===== config.mk =====
export PLATFORM = sky130hd
export DESIGN_NAME = vram_xfer_ctrl
export DESIGN_NICKNAME = d
export VERILOG_FILES = /design/src/rtl/vram_xfer_pkg.sv /design/src/rtl/xfer_seq.sv /design/src/rtl/xfer_strobe.sv /design/src/rtl/xfer_err.sv /design/src/rtl/vram_xfer_ctrl.sv
export SDC_FILE = /design/constraint.sdc
export NUM_CORES = 1
export LEC_CHECK = 0
export BUFFER_PORTS_ARGS = -buffer_cell sky130_fd_sc_hd__buf_2
export CORE_AREA = 10 10 47 49
export CTS_CLUSTER_SIZE = 28
export DETAILED_ROUTE_END_ITERATION = 6
export DIE_AREA = 0 0 57 59
export SLEW_MARGIN = 40
export SYNTH_ARGS = -nofsm -noshare
export SYNTH_HDL_FRONTEND = slang
export SYNTH_SLANG_ARGS = --single-unit

===== constraint.sdc =====
create_clock -name clk -period 1.35 [get_ports clk]
set_input_delay 0.27 -clock clk [delete_from_list [all_inputs] [get_ports clk]]
set_output_delay 0.27 -clock clk [all_outputs]
set_load 0.1 [all_outputs]

===== src/rtl/vram_xfer_pkg.sv =====
package vram_xfer_pkg;
   typedef enum logic [1:0] {
      XS_IDLE  = 2'd0,
      XS_XFER  = 2'd1,
      XS_TAIL  = 2'd2,
      XS_REARM = 2'd3
   } xfer_state_e;
endpackage


===== src/rtl/xfer_seq.sv =====
module xfer_seq
   import vram_xfer_pkg::*;
#(
   parameter int LOAD_EDGES = 4,
   parameter int CAS_DELAY  = 1,
   parameter int CNT_W      = 3
) (
   input  logic        clk,
   input  logic        rst_n,
   input  logic        load_i,
   output xfer_state_e state_o,
   output logic        start_o,
   output logic        cas_set_o,
   output logic        release_o,
   output logic        dt_low_o
);
   localparam logic [CNT_W-1:0] LAST_CNT = CNT_W'(LOAD_EDGES - 1);
   localparam logic [CNT_W-1:0] CAS_CNT  = CNT_W'(CAS_DELAY);

   xfer_state_e       state_q;
   logic [CNT_W-1:0]  cnt_q;
   logic              in_xfer;

   assign in_xfer   = (state_q == XS_XFER);
   assign start_o   = (state_q == XS_IDLE) && load_i;
   assign cas_set_o = in_xfer && load_i && (cnt_q == CAS_CNT);
   assign release_o = (in_xfer && !load_i) || (state_q == XS_TAIL);
   assign dt_low_o  = load_i && ((state_q == XS_IDLE) || in_xfer);
   assign state_o   = state_q;

   always_ff @(posedge clk or negedge rst_n) begin
      if (!rst_n) begin
         state_q <= XS_IDLE;
         cnt_q   <= '0;
      end else begin
         unique case (state_q)
            XS_IDLE: begin
               if (load_i) begin
                  state_q <= XS_XFER;
                  cnt_q   <= CNT_W'(1);
               end
            end
            XS_XFER: begin
               if (!load_i) begin
                  state_q <= XS_IDLE;
                  cnt_q   <= '0;
               end else if (cnt_q == LAST_CNT) begin
                  state_q <= XS_TAIL;
                  cnt_q   <= '0;
               end else begin
                  cnt_q   <= cnt_q + CNT_W'(1);
               end
            end
            XS_TAIL: begin
               state_q <= load_i ? XS_REARM : XS_IDLE;
            end
            XS_REARM: begin
               if (!load_i) state_q <= XS_IDLE;
            end
            default: state_q <= XS_IDLE;
         endcase
      end
   end

   AST_WINDOW_LIMIT: assert property (@(posedge clk) disable iff (!rst_n)
      (state_q == XS_XFER) |-> (cnt_q >= CNT_W'(1)) && (cnt_q <= LAST_CNT));

   AST_TAIL_AFTER_FULL: assert property (@(posedge clk) disable iff (!rst_n)
      (state_q == XS_TAIL) |-> $past(load_i) && ($past(cnt_q) == LAST_CNT));

   AST_REARM_DISARMED: assert property (@(posedge clk) disable iff (!rst_n)
      (state_q == XS_REARM) |-> !dt_low_o && !start_o);
endmodule


===== src/rtl/xfer_strobe.sv =====
module xfer_strobe (
   input  logic clk,
   input  logic rst_n,
   input  logic start_i,
   input  logic cas_set_i,
   input  logic release_i,
   output logic ras_o,
   output logic cas_o
);
   logic ras_q, cas_q;

   always_ff @(posedge clk or negedge rst_n) begin
      if (!rst_n) begin
         ras_q <= 1'b0;
         cas_q <= 1'b0;
      end else begin
         if (release_i) begin
            ras_q <= 1'b0;
            cas_q <= 1'b0;
         end else begin
            if (start_i)   ras_q <= 1'b1;
            if (cas_set_i) cas_q <= 1'b1;
         end
      end
   end

   assign ras_o = ras_q;
   assign cas_o = cas_q;

   AST_CAS_NEEDS_RAS: assert property (@(posedge clk) disable iff (!rst_n)
      cas_q |-> ras_q);

   AST_CAS_AFTER_RAS: assert property (@(posedge clk) disable iff (!rst_n)
      $rose(cas_q) |-> $past(ras_q));

   AST_STROBE_RELEASE: assert property (@(posedge clk) disable iff (!rst_n)
      release_i |=> !ras_q && !cas_q);
endmodule


===== src/rtl/xfer_err.sv =====
module xfer_err #(
   parameter bit STICKY = 1'b0
) (
   input  logic clk,
   input  logic rst_n,
   input  logic start_i,
   input  logic adv_i,
   output logic err_o
);
   logic err_q;

   generate
      if (STICKY) begin : g_sticky
         always_ff @(posedge clk or negedge rst_n) begin
            if (!rst_n)       err_q <= 1'b0;
            else if (start_i) err_q <= !adv_i;
         end
      end else begin : g_pulse
         always_ff @(posedge clk or negedge rst_n) begin
            if (!rst_n) err_q <= 1'b0;
            else        err_q <= start_i && !adv_i;
         end

         AST_ERR_CAUSE: assert property (@(posedge clk) disable iff (!rst_n)
            err_q |-> $past(start_i) && !$past(adv_i));

         AST_ERR_SINGLE: assert property (@(posedge clk) disable iff (!rst_n)
            err_q |=> !err_q);
      end
   endgenerate

   assign err_o = err_q;
endmodule


===== src/rtl/vram_xfer_ctrl.sv =====
module vram_xfer_ctrl
   import vram_xfer_pkg::*;
#(
   parameter int LOAD_EDGES = 4,
   parameter int CAS_DELAY  = 1,
   parameter bit ERR_STICKY = 1'b0
) (
   input  logic clk,
   input  logic rst_n,
   input  logic adv_req,
   input  logic load,
   output logic dt_oe_n,
   output logic ras_n,
   output logic cas_n,
   output logic hold,
   output logic busy,
   output logic proto_err
);
   localparam int CNT_W = $clog2(LOAD_EDGES + 1);

   generate
      if (LOAD_EDGES < 2) begin : g_bad_edges
         $error("LOAD_EDGES must be at least 2");
      end
      if (CAS_DELAY < 1 || CAS_DELAY >= LOAD_EDGES) begin : g_bad_cas
         $error("CAS_DELAY must lie in 1..LOAD_EDGES-1");
      end
   endgenerate

   xfer_state_e state;
   logic start, cas_set, release_ev, dt_low;
   logic ras_a, cas_a;

   xfer_seq #(
      .LOAD_EDGES(LOAD_EDGES),
      .CAS_DELAY (CAS_DELAY),
      .CNT_W     (CNT_W)
   ) u_seq (
      .clk      (clk),
      .rst_n    (rst_n),
      .load_i   (load),
      .state_o  (state),
      .start_o  (start),
      .cas_set_o(cas_set),
      .release_o(release_ev),
      .dt_low_o (dt_low)
   );

   xfer_strobe u_strobe (
      .clk      (clk),
      .rst_n    (rst_n),
      .start_i  (start),
      .cas_set_i(cas_set),
      .release_i(release_ev),
      .ras_o    (ras_a),
      .cas_o    (cas_a)
   );

   xfer_err #(.STICKY(ERR_STICKY)) u_err (
      .clk    (clk),
      .rst_n  (rst_n),
      .start_i(start),
      .adv_i  (adv_req),
      .err_o  (proto_err)
   );

   assign dt_oe_n = !dt_low;
   assign ras_n   = !ras_a;
   assign cas_n   = !cas_a;
   assign busy    = dt_low || (state == XS_XFER) || (state == XS_TAIL);
   assign hold    = adv_req || busy;

   AST_HOLD_ON_ADV: assert property (@(posedge clk) disable iff (!rst_n)
      adv_req |-> hold);

   AST_RAS_NEEDS_LOAD: assert property (@(posedge clk) disable iff (!rst_n)
      $rose(ras_a) |-> $past(load));

   AST_RAS_MEANS_BUSY: assert property (@(posedge clk) disable iff (!rst_n)
      ras_a |-> busy);
endmodule


* Word-level counts from Yosys, hierarchy flattened
Index checks and enable logic that the tools add are counted.
Storage, ports and cells: bits in latches 0, bits in writable memories 0, logic and storage cells 50, register bits after elaboration 8, bits in read-only memories 0, input port bits 4, memories 0
Operators by class: bitwise gates (word level) 0, eq/ne operators 8, reductions and logical operators 22, $lt $le $gt $ge 0, multiply operators 0, muxes and demuxes 14, add/subtract/negate cells 1, divide/modulo/power cells 0, shift operators 0
Operator list (number):
- 2-to-1 mux 2 bit | 5
- 2-to-1 mux 3 bit | 3
- case mux 2 bit (4 select lines) | 1
- logical AND 1 bit | 6
- case mux 3 bit (2 select lines) | 1
- nonzero test 2 bit | 3
- zero test 1 bit | 5
- logical OR 1 bit | 5
- == test 2 bit (second input constant) | 2
- 2-to-1 mux 1 bit | 4
- != test 2 bit (second input constant) | 2
- adder 3 x 1 -> 3 bit (second input constant) | 1
- == test 3 x 1 -> 1 bit (second input constant) | 1
- == test 3 x 2 -> 1 bit (second input constant) | 1
- != test 3 bit (second input constant) | 1
- AND reduction 3 bit | 1
- == test 2 x 1 -> 1 bit (second input constant) | 1
- zero test 2 bit | 1
- AND reduction 2 bit | 1

* Logic depth before layout (Yosys ltp)
depth in word-level cells 6, gate-level depth with buffers 4, gate-level depth less buffers 4

* Modules after synthesis
Synthesis repeated with hierarchy kept, for this count alone.
Unflattened totals: cells, all modules 40, area, all modules 420.4 µm²
By module, submodules not included:
- xfer_seq | cells each 27, area an instance 280.3 µm², instances 1
- xfer_strobe | cells each 4, area an instance 70.1 µm², instances 1
- xfer_err | cells each 2, area an instance 38.8 µm², instances 1
- vram_xfer_ctrl | cells each 7, area an instance 31.3 µm², instances 1

* Least setup slack after synthesis
Ideal clock, no wire load.
kind register -> output, from register u_seq.state_q[1], in the netlist u_seq.state_o[1], to output hold, arrival 2.850 ns, path slack -1.770 ns, cell stages (with the launch flop) 4, cells stage by stage dfrtp_1 -> buf_6 -> a21oi_1 -> or2_1
Between the ends: word-level cells in the longest chain between the ends 6
RTL lines:
- start: declaration | RTL line xfer_seq.sv:20 | xfer_state_e state_q;
- start signal: assignment | RTL line xfer_seq.sv:55 | state_q <= load_i ? XS_REARM : XS_IDLE;
- == test 2 x 1 -> 1 bit / zero test 2 bit (equally long branches) | RTL line xfer_seq.sv:24, vram_xfer_ctrl.sv:70, xfer_seq.sv:28
- logical OR 1 bit | RTL line xfer_seq.sv:28 | assign dt_low_o = load_i && ((state_q == XS_IDLE) || in_xfer);
- logical AND 1 bit | RTL line xfer_seq.sv:28
- logical OR 1 bit | RTL line vram_xfer_ctrl.sv:70 | assign busy = dt_low || (state == XS_XFER) || (state == XS_TAIL);
- logical OR 1 bit * | RTL line vram_xfer_ctrl.sv:70
- named net busy | RTL line vram_xfer_ctrl.sv:16 | output logic busy,
- logical OR 1 bit * | RTL line vram_xfer_ctrl.sv:71 | assign hold = adv_req || busy;
- end: declaration | RTL line vram_xfer_ctrl.sv:15 | output logic hold,
The timed path passes the listed nets; every way through them passes the cells marked *.

* Worst setup path after layout
from register u_seq.state_q[0], in the netlist u_seq.state_o[0], to output hold
Between the ends: word-level cells in the longest chain between the ends 6
RTL lines (RTL line):
- == test 2 x 1 -> 1 bit / zero test 2 bit (equally long branches) | xfer_seq.sv:24, vram_xfer_ctrl.sv:70, xfer_seq.sv:28
- logical OR 1 bit | xfer_seq.sv:28
- logical AND 1 bit | xfer_seq.sv:28
- logical OR 1 bit | vram_xfer_ctrl.sv:70
- logical OR 1 bit * | vram_xfer_ctrl.sv:70
- logical OR 1 bit * | vram_xfer_ctrl.sv:71
Every way passes the cells marked *; elsewhere a longest branch is shown, timed or not.

==> run_results.csv <==
group,metric,value,unit
floorplan,dieArea,3360,µm²
drt,vias,358,
drt,routed_wl,974,µm
clocking,clk_path_buf_depth,2,
sta,fmax,628,MHz
setup_path,critPathSlowestCell,"dfrtp_1",
floorplan,start_util,31.1,%
power_and_ir_drop,pwr-share-clk,14.8,%
outcome,failed_checks,"negative setup slack",
drt,drc_errors,0,
synth,synth.ff_latch_count,8,
finish,multiInputGateArea,211,µm²
setup_path,path_max_fanout,3,
clocking,numCtsBuffers,3,
power_and_ir_drop,p_seq_share,27.5,%
synth,ys_warn_count,0,
finish,final_core_util,47.5,%
finish,postLayoutCellArea,666,µm²
power_and_ir_drop,p_sw,0.000586,W
grt,grt_use_total,6.72,%
synth,postSynthCellCount,42,
floorplan,fp-row-count,14,
power_and_ir_drop,p_int,0.000687,W
min_path,holdCritPathClass,"in -> reg",
grt,grt-ovfl-total,0,
sta,fin_ws,-244,ps
sta,fin_crit_sh,118,%
drt,dr.pass1.iters,1,
clocking,insertion_delay,260,ps
sta,slew_headroom,67.7,%
sta,rsz0062_at_grt,"yes",
sta,post-route-min-period,1590,ps
placement,io_buffers,9,
grt,grt_max_degree,12,
sta,hold_violations,0,
synth,synth_top_area_share,46.0,%
power_and_ir_drop,power.leakage,0.310,nW
clocking,clock-sinks,8,
sta,finalSetupViolations,2,
drt,wl_per_cell,12.8,µm
setup_path,start_kind,"flop",
placement,place_area,584,µm²
floorplan,die_w,57,µm
setup_path,max_stage_delay,400,ps
finish,final_nets,68,
synth,syn_avg_cell_area,10.4,µm²
setup_path,critical_path.cell_chain,"nor3_2, a21oi_4, or2_4, buf_12",
power_and_ir_drop,comb_power_share,57.7,%
power_and_ir_drop,p_sw_share,46.0,%
power_and_ir_drop,p_per_area,1910,nW/µm²
finish,register_area,200,µm²
drt,drt_iter0_markers,0,
setup_path,critPathTopFamily,"simple AND/OR/NAND/NOR gates",
synth,synth_nets,48,
sta,slew_violations,0,
clocking,clk_pin_slew,50,ps
drt,ant_nets,0,
floorplan,coreArea,1400,µm²
sta,fin_skew,2.29,ps
clocking,cts_root_buf,"clkbuf_4",
clocking,htree_levels,1,
finish,fill_cells,143,
setup_path,worstPathRequired,1080,ps
finish,syn2layout_area_growth,52.9,%
synth,synth_cell_types,24,
synth,netlist.top_cell.by_area,"dfrtp_1",
floorplan,die_h,59,µm
finish,diodes,0,
setup_path,critPathBufInv,1,
outcome,status,"finished, violations left",
floorplan,io_pins,10,
synth,synth_area_leaders,"dfrtp_1 (46%), ha_1 (5.7%), buf_6 (5.2%), a21oi_1 (4.6%), inv_1 (3.4%)",
grt,grt_first_pass_wirelength,1730,µm
setup_path,critical_path_class,"reg -> out",
finish,drive_gt1_share,43.3,%
grt,antenna_found_initial,0,
sta,worstMarginPinSlew,488,ps
run,cap_violations,0,
drt,viasPerCell,4.71,
grt,grt_pass1_vias,388,
synth,ys_seq_area_share,46.0,%
setup_path,crit_arrival,1320,ps
placement,dp_hpwl,728,µm
placement,gp_congestion,0.688,
clocking,cts_tree,"built",
synth,synth_area,435,µm²
power_and_ir_drop,irDropWorstVdd,0.785,mV
setup_path,end_kind,"primary output",
## logic make-up after synthesis
logic type	count (synthesis)	share of synthesized area, %
AOI/OAI and AO/OA	13	18.7
adders and majority gates	2	5.75
DFF	8	46.0
buffers and inverters	7	10.3
and+or+nand+nor	12	19.3
## metal layers
layer | vias up | GRT usage, % | wire (µm) | part of all wire [%]
met2 | 6 | 10.9 | 514 | 53
li1 | 183 | - | - | -
met4 | 0 | 6.04 | 8 | 0.82
met3 | 2 | 3.00 | 48 | 4.9
met1 | 167 | 6.35 | 402 | 41
met5 | - | 0 | 0 | 0
## final timing paths
path,slack (ps),startpoint,cells after the start,to
worst max-delay path,-240,u_seq.state_o[0],4,hold
worst min-delay path,180,adv_req,2,u_err.err_o
worst max register to register,200,u_seq.cnt_q[0],4,u_seq.cnt_q[0]
worst min register to register,520,u_seq.cnt_q[2],1,u_seq.cnt_q[2]
max in group asynchronous,800,rst_n,2,u_seq.cnt_q[0]
min in group asynchronous,380,rst_n,2,u_strobe.cas_o
## cell usage in the layout, fill, tap and decap left out, types with 2 or more instances in the layout
cell type and instances:
nor2b_1 2, clkbuf_4 3, buf_12 5, nor2_1 2, o21ai_0 2, ha_1 2, inv_1 3, dfrtp_1 8
buf_2 4, a21oi_1 3, buf_4 7
## repair_timing
item	in CTS	in global routing
gates cloned	0	0
pin swaps	1	1
hold endpoints to repair	8	0
hold buffers	1	0
resized for setup	8	0
setup endpoints to repair	3	3
setup buffers	1	2
## cell usage after synthesis
cell type and number:
o211ai_1 1, nand3b_1 1, or2_1 1, ha_1 2, o21ai_1 1, nand2_1 1, a21oi_1 4, nor3_2 1
a21boi_0 1, o21ai_0 2, inv_1 4, nor2b_1 2, nand4b_1 1, o31a_1 1, o22ai_1 1, dfrtp_1 8
and3b_1 1, nor2_1 2, o311ai_0 1, nor2b_4 1, buf_6 2, nor3_1 1, o21a_1 1, buf_4 1
## cell type report
cell class                 instances  share of cell area (%)
multi-input combinational         27                    31.8
sequential                         8                    30.1
timing repair buffer              18                    29.1
clock buffer                       3                    3.38
tap                               16                    3.01
inverter                           4                    2.63
## power by group through the flow
stage	Sequential, W	Clock (W)	Combinational [W]
global placement	0.000350	0	0.000679
global route	0.000360	0.000207	0.000786
CTS	0.000352	0.000200	0.000730
floorplan	0.000356	0	0.000466
finish	0.000351	0.000188	0.000734
detailed placement	0.000359	0	0.000695
## sequential cells by signal (all words and copies together) (netlist names)
name            count
u_err.err_o         1
u_seq.cnt_q         3
u_seq.state_o       2
u_strobe.cas_o      1
u_strobe.ras_o      1
## stage by stage
stage	std cells	total power [W]	hold WS (ps)	setup slack (ps)	TNS, ps
2_1_floorplan	42	0.000822	-25.6	-443	-449
3_3_place_gp	69	0.00103	125	-102	-102
3_5_place_dp	69	0.00105	127	-123	-123
4_1_cts	74	0.00128	167	-288	-499
5_1_grt	76	0.00135	176	-290	-551
6_report	76	0.00127	181	-244	-412
No activity file was read; power rests on OpenSTA's default activity.
